`config.mk`:
```
export PLATFORM = sky130hd
export DESIGN_NAME = led_scan_top
export DESIGN_NICKNAME = d
export VERILOG_FILES = /design/src/rtl/led_scan_pkg.sv /design/src/rtl/led_scan_strobe.sv /design/src/rtl/led_scan_sync.sv /design/src/rtl/led_scan_filter.sv /design/src/rtl/led_scan_walker.sv /design/src/rtl/led_scan_top.sv
export SDC_FILE = /design/constraint.sdc
export NUM_CORES = 1
export LEC_CHECK = 0
export ABC_AREA = 1
export BUFFER_PORTS_ARGS = -buffer_cell sky130_fd_sc_hd__buf_2
export CORE_AREA = 3 3 114 116
export DETAILED_ROUTE_END_ITERATION = 7
export DIE_AREA = 0 0 117 119
export SYNTH_ARGS = -nofsm -noshare
export SYNTH_HDL_FRONTEND = slang
export SYNTH_HIERARCHICAL = 1
export SYNTH_SLANG_ARGS = --single-unit
```
`constraint.sdc`:
```
create_clock -name clk -period 1.79 [get_ports clk]
set_input_delay 0.2685 -clock clk [delete_from_list [all_inputs] [get_ports clk]]
set_output_delay 0.2685 -clock clk [all_outputs]
set_load 0.005 [all_outputs]
```
`src/rtl/led_scan_pkg.sv`:
```
package led_scan_pkg;
  typedef enum logic {
    DIR_UP   = 1'b0,
    DIR_DOWN = 1'b1
  } scan_dir_e;
endpackage

```
`src/rtl/led_scan_strobe.sv`:
```
module led_scan_strobe #(
  parameter int TICK_MAX = 50_000_000
) (
  input  logic clk,
  input  logic rst,
  output logic strobe
);
  localparam int CW = (TICK_MAX < 1) ? 1 : $clog2(TICK_MAX + 1);
  localparam logic [CW-1:0] LAST = CW'(TICK_MAX);

  logic [CW-1:0] cnt_q;

  always_ff @(posedge clk) begin
    if (rst) begin
      cnt_q  <= '0;
      strobe <= 1'b0;
    end else if (cnt_q == LAST) begin
      cnt_q  <= '0;
      strobe <= 1'b1;
    end else begin
      cnt_q  <= cnt_q + 1'b1;
      strobe <= 1'b0;
    end
  end
endmodule

```
`src/rtl/led_scan_sync.sv`:
```
module led_scan_sync #(
  parameter int STAGES = 3
) (
  input  logic clk,
  input  logic rst,
  input  logic d_async,
  output logic q_sync
);
  logic [STAGES-1:0] chain_q;

  genvar g;
  generate
    for (g = 0; g < STAGES; g++) begin : g_stage
      always_ff @(posedge clk) begin
        if (rst) chain_q[g] <= 1'b0;
        else if (g == 0) chain_q[g] <= d_async;
        else chain_q[g] <= chain_q[(g == 0) ? 0 : g-1];
      end
    end
  endgenerate

  assign q_sync = chain_q[STAGES-1];
endmodule

```
`src/rtl/led_scan_filter.sv`:
```
module led_scan_filter #(
  parameter int STABLE_CNT = 2_500_000
) (
  input  logic clk,
  input  logic rst,
  input  logic din,
  output logic dout
);
  localparam int CW = (STABLE_CNT < 1) ? 1 : $clog2(STABLE_CNT + 1);
  localparam logic [CW-1:0] HOLD = CW'(STABLE_CNT);

  logic          prev_q;
  logic [CW-1:0] cnt_q;

  always_ff @(posedge clk) begin
    if (rst) begin
      prev_q <= 1'b0;
      cnt_q  <= '0;
      dout   <= 1'b0;
    end else begin
      prev_q <= din;
      if (din != prev_q) cnt_q <= '0;
      else if (cnt_q != HOLD) cnt_q <= cnt_q + 1'b1;
      if (cnt_q == HOLD) dout <= prev_q;
    end
  end
endmodule

```
`src/rtl/led_scan_walker.sv`:
```
module led_scan_walker
  import led_scan_pkg::*;
#(
  parameter int LED_W = 8
) (
  input  logic             clk,
  input  logic             rst,
  input  logic             advance,
  output logic [LED_W-1:0] led
);
  localparam logic [LED_W-1:0] START = LED_W'(1);

  scan_dir_e dir_q;

  always_ff @(posedge clk) begin
    if (rst) begin
      led   <= START;
      dir_q <= DIR_UP;
    end else if (advance) begin
      if (dir_q == DIR_UP) begin
        if (led[LED_W-1]) begin
          led   <= led >> 1;
          dir_q <= DIR_DOWN;
        end else begin
          led <= led << 1;
        end
      end else begin
        if (led[0]) begin
          led   <= led << 1;
          dir_q <= DIR_UP;
        end else begin
          led <= led >> 1;
        end
      end
    end
  end
endmodule

```
`src/rtl/led_scan_top.sv`:
```
module led_scan_top #(
  parameter int LED_W       = 8,
  parameter int TICK_MAX    = 50_000_000,
  parameter int STABLE_CNT  = 2_500_000,
  parameter int SYNC_STAGES = 3
) (
  input  logic             clk,
  input  logic             rst,
  input  logic             btn_raw,
  output logic [LED_W-1:0] led
);
  logic strobe;
  logic btn_sync;
  logic btn_clean;

  led_scan_strobe #(.TICK_MAX(TICK_MAX)) u_strobe (
    .clk    (clk),
    .rst    (rst),
    .strobe (strobe)
  );

  led_scan_sync #(.STAGES(SYNC_STAGES)) u_sync (
    .clk     (clk),
    .rst     (rst),
    .d_async (btn_raw),
    .q_sync  (btn_sync)
  );

  led_scan_filter #(.STABLE_CNT(STABLE_CNT)) u_filter (
    .clk  (clk),
    .rst  (rst),
    .din  (btn_sync),
    .dout (btn_clean)
  );

  led_scan_walker #(.LED_W(LED_W)) u_walker (
    .clk     (clk),
    .rst     (rst),
    .advance (btn_clean & strobe),
    .led     (led)
  );
endmodule

```
-- Yosys cells after proc, flatten, opt, wreduce, memory -nomap -nowiden
Cells that the tools add are included.
- reduce and logical (&&, ||, !) cells: 2
- add/sub/neg operators: 2
- bitwise operators: 1
- mux-type cells: 7
- eq/ne operators: 4
- operator list (kind ; number):
    $add 26x1->26 const B ; 1
    $eq 26x26->1 const B ; 1
    $mux 8 ; 3
    $add 22x1->22 const B ; 1
    $eq 22x22->1 const B ; 1
    $ne 22x22->1 const B ; 1
    $mux 1 ; 4
    $reduce_or 2->1 ; 2
    $and 1x1->1 ; 1
    $ne 1x1->1 ; 1
- output and inout port bits: 8
- register bits after elaboration: 63

-- Longest topological paths before layout
- word-level depth: 2
- depth in mapped cells: 10

-- Modules after synthesis
Netlist, hierarchy kept.
- modules (own cells, without submodules) (module ; instances ; cells each ; area an instance (um^2) ; sequential area each (um^2)):
    led_scan_strobe ; 1 ; 239 ; 1545.2 ; 540.5
    led_scan_filter ; 1 ; 214 ; 1382.6 ; 480.5
    led_scan_walker ; 1 ; 69 ; 454.2 ; 180.2
    led_scan_sync ; 1 ; 9 ; 82.6 ; 60.1
    led_scan_top ; 1 ; 2 ; 7.5 ; 0.0

-- Least setup slack after synthesis
OpenSTA, ideal clock, no wires.
- path type: reg2reg
- start point: register u_strobe.cnt_q[0]
- end point: register u_strobe.cnt_q[18]
- cell stages (with the launch flop): 9
- data required time: 1675 ps
- data arrival time: 1243 ps
- path buffers: 0
- setup time: 115 ps
- setup slack: 432 ps
- cell sequence: dfxtp_1 -> ha_1 -> nand2_2 -> nor2_4 -> nand2_2 -> nor2_2 -> nand3_1 -> nand3_1 -> nor2_1
- word-level cells in the longest chain between the ends: 2
- elaborated cells on any way between the ends: 3
- those cells by class: add/sub (1); eq/ne (1); reduce/logical (1)
- RTL lines (what ; line ; text):
    start, declared ; led_scan_strobe.sv:11 ; logic [CW-1:0] cnt_q;
    start signal, assigned ; led_scan_strobe.sv:21 ; cnt_q <= cnt_q + 1'b1;
    parallel branches: the longest is 2 deep, another holds $add 26x1->26 ; n/a ;
Several ways; the timed one is not identified.
A chain may end at the register's enable or synchronous reset.

-- Worst setup path after layout
Ends and elaborated chain as after synthesis.

==> impl_metrics.yaml <==
logic_synthesis:
  synth_enable_flop_cells: 0
  synth_sequential_area_ratio_pct: 36.32
  synth.top_cells.by_area: "sky130_fd_sc_hd__dfxtp_1 36%, sky130_fd_sc_hd__nand2_1 15%, sky130_fd_sc_hd__nor2_1 11%"
  postSynthAreaPerCell_sq_um: 6.514
  synth_most_common_cell: "sky130_fd_sc_hd__nand2_1"
  yosys-top-cells-count: "135 x sky130_fd_sc_hd__nand2_1, 106 x sky130_fd_sc_hd__nor2_1, 63 x sky130_fd_sc_hd__dfxtp_1, 63 x sky130_fd_sc_hd__inv_1, 39 x sky130_fd_sc_hd__nand3_1"
  post-synth-top-area-cell: "sky130_fd_sc_hd__dfxtp_1"
  synth_async_reset_ratio_pct: 0
  synthFlopType: "sky130_fd_sc_hd__dfxtp_1"
  synth_top_cell_area_share_pct: 36.32
  syn-instance-count: 533
  postSynthRegisterBits: 63
  synth_cell_type_count: 27
  syn_area_sq_um: 3472
  synth_nets: 540
  synth.yosys.warnings: 6
routing:
  dr.first_iter.drc_count: 315
  post_drt_via_cell_ratio: 4.423
  drt-wirelength-per-cell_um: 10.55
  dr.pass1.iters: 5
  detail-route-antenna-nets: 0
  num_vias: 3096
  drc_errors: 0
  wirelength_um: 7388
timing:
  f_max_mhz: 669.4
  skew_ns: 0.009383
  whs_ns: 0.1481
  slew-limit-headroom_pct: 67.47
  setup_viol: 0
  finalSetupTns_ns: 0
  layout_setup_ws_ns: 0.2962
  timing.final.max_slew_violations: 0
  final-hold-violation-count: 0
  rsz0062_at_grt: "false"
  worst_pin_slew_ns: 0.4874
  period_share_pct: 83.45
  finalWorstPathRequiredPeriod_ns: 1.494
floorplanning:
  fp.coreArea_sq_um: 12010
  die-height_um: 119
  floorplan.die.width_um: 117
  floorplan.die_area_sq_um: 13920
  fp-row-count: 40
  pin_count: 11
  floorplan.initialDensity_pct: 28.91
cts:
  clk-insertion-delay-late_ns: 0.32
  count_of_hold_buffers_inserted_by_post_cts_repair: 0
  cts_inserted_buffers: 9
  path_clk_slew_ns: 0.05
  cts_repair_resize_count: 0
  cts_setup_buffers: 0
  cts_tree: "built"
  clock_tree.root_cell: "sky130_fd_sc_hd__clkbuf_16"
  clock_tree.buffer_depth: 2
  clock_sink_count: 63
  htree_num_levels: 3
placement:
  inst_count_dp: 684
  place_worst_setup_slack_ns: 0.2998
  dpl.hpwl_um: 5473
  portBuffers: 10
  gp_routability_congestion: 0.8599
worst_setup_path:
  timing.critical_path.to_type: "register"
  number_of_cells_on_the_worst_reg_to_reg_path: 8
  critical_path_arrival_ns: 1.70
  setup.worst_path.class: "reg -> reg"
  timing.critical_path.slowest_stage_cell: "sky130_fd_sc_hd__dfxtp_1"
  critPathMaxStageDelay_ns: 0.43
  critPathMaxFanout: 6
  path_delay_family: "simple AND/OR/NAND/NOR gates"
  path_cells: "ha_1 > nand2_2 > nor2_4 > nand2_2 > nor2_2 > nand3_1 > nand3_1 > nor2_1"
  timing.critical_path.from_type: "register"
  regToRegStartpoint: "u_strobe/cnt_q[0]$_SDFF_PP0_"
  crit-reg2reg-capture: "u_strobe/cnt_q[18]$_SDFF_PP0_"
  path_buf_inv: 0
  r2r_slack_ns: 0.30
  cp_data_required_time_ns: 2.00
global_routing:
  antenna_found_initial: 0
  combined_global_route_utilization_of_all_metal_layers_pct: 11.31
  global_route_wire_length_before_repair_um: 12790
  pin_count_of_the_biggest_net_entering_global_routing: 26
  first_global_vias: 2863
  overflow: 0
run_status:
  status: "finished clean"
power:
  internal-power_mw: 2.562
  power_total_mw: 3.270
  vdd_drop_max_uv: 631.9
  p_clk_share_pct: 53.4
  power.share.switching_pct: 21.64
  combPwrFrac_pct: 2.7
  seq_power_share_pct: 43.8
  p_leak_nw: 1.471
  power_density_nw_per_um2: 827.3
  netSwitchingPower_mw: 0.7077
finish:
  diodes: 0
  drive_gt1_share_pct: 13.56
  signed_area_change_from_the_synthesized_netlist_to_the_final_layout_pct: 13.84
  final-instance-count-excl-fill: 700
  finalNetCount: 555
worst_hold_path:
  hold_path_end: "u_sync/chain_q[0]$_SDFF_PP0_"
  hp-class: "in -> reg"
  holdPathStages: 3
  min-delay-start: "btn_raw"
run:
  max_cap_viol_count: 0
-- worst min-delay path: cells and delay by family --
| family | cells | cell delay [ns] |
|---|---|---|
| buffers and inverters | 2 | 0.10 |
| AND/OR/NAND/NOR | 1 | 0.06 |
-- through the flow --
stage	area, sq um	utilization [%]
global placement	3652	30.41
floorplan	3472	-
global route	3953	32.91
detailed placement	3652	30.41
CTS	3953	32.91
finish	3953	32.91
-- metal layers --
layer	wire [um]	part of all wire (%)	GRT usage [%]	up-vias
met1	3535	48	14.43	1369
li1	-	-	-	1674
met2	3477	47	17.64	38
met4	138	1.9	4.803	0
met3	236	3.2	3.252	15
met5	0	0	0	-
-- state kept, by name (all words and copies together), names as in the netlist --
signal           count
u_strobe/cnt_q      26
u_filter/cnt_q      22
u_walker/led         8
u_sync/chain_q       2
u_filter/dout        1
u_filter/prev_q      1
u_strobe/strobe      1
u_sync/q_sync        1
u_walker/dir_q       1
-- how the worst max path moves through the flow --
stage,startpoint,endpoint,slack [ns],depth (start not counted)
finish,u_strobe/cnt_q[0]$_SDFF_PP0_,u_strobe/cnt_q[18]$_SDFF_PP0_,0.30,8
global route,u_strobe/cnt_q[0]$_SDFF_PP0_,u_strobe/cnt_q[18]$_SDFF_PP0_,0.11,8
CTS,u_strobe/cnt_q[0]$_SDFF_PP0_,u_strobe/cnt_q[18]$_SDFF_PP0_,0.29,8
detailed placement,u_strobe/cnt_q[0]$_SDFF_PP0_,u_strobe/cnt_q[19]$_SDFF_PP0_,0.30,9
global placement,u_strobe/cnt_q[0]$_SDFF_PP0_,u_strobe/cnt_q[18]$_SDFF_PP0_,0.34,8
floorplan,u_strobe/cnt_q[0]$_SDFF_PP0_,u_strobe/cnt_q[18]$_SDFF_PP0_,0.43,8
-- layout make-up --
type                            count  area, sq um
Clock buffer                       11        242.7
Tap cell                          147        183.9
Sequential cell                    63         1261
Multi-Input combinational cell    390         1879
Inverter                           74        277.8
Fill cell                        1295         8059
Timing Repair Buffer               10        50.05
Clock inverter                      5        57.56
-- cell usage in the layout, fill, tap and decap left out, types with 2 or more instances in the layout --
cell type                   Yosys  routed
sky130_fd_sc_hd__xnor2_1        6       6
sky130_fd_sc_hd__inv_2         11      11
sky130_fd_sc_hd__o21ai_1        2       2
sky130_fd_sc_hd__nand3_1       39      39
sky130_fd_sc_hd__inv_1         63      63
sky130_fd_sc_hd__nand2_1      135     135
sky130_fd_sc_hd__nand3_2        2       2
sky130_fd_sc_hd__nor2_1       106     106
sky130_fd_sc_hd__nor2_2        11      11
sky130_fd_sc_hd__nand2_4        3       3
sky130_fd_sc_hd__nand4_1        9       9
sky130_fd_sc_hd__clkbuf_16      0       9
sky130_fd_sc_hd__o21ai_0       11      11
sky130_fd_sc_hd__buf_2          0      10
sky130_fd_sc_hd__xor2_1         6       6
sky130_fd_sc_hd__a21oi_1       27      27
sky130_fd_sc_hd__ha_1           4       4
sky130_fd_sc_hd__dfxtp_1       63      63
sky130_fd_sc_hd__nand3b_1       3       3
sky130_fd_sc_hd__nand2_2       12      12
sky130_fd_sc_hd__clkinv_4       0       2
sky130_fd_sc_hd__clkinv_2       0       2
sky130_fd_sc_hd__nor2_4         9       9
-- power groups by stage --
stage | clock, mW | combinational, mW | sequential, mW
CTS | 1.79 | 0.0908 | 1.43
detailed placement | 0 | 0.0904 | 1.46
finish | 1.75 | 0.0892 | 1.43
floorplan | 0 | 0.0775 | 1.46
global route | 1.85 | 0.103 | 1.44
global placement | 0 | 0.0884 | 1.46
-- cells by family (layout without fill, tap and decap cells) --
kind of cell               Yosys count  in the layout  share of synthesized area (%)
AOI/OAI and AO/OA                   41             41                          5.982
xor gates and xnor gates            12             12                          3.027
buffers and inverters               80            100                          9.549
adders and majority gates            4              4                          1.441
DFF                                 63             63                          36.32
and+or+nand+nor                    333            333                          43.68
No activity file was read; power rests on OpenSTA's default activity.
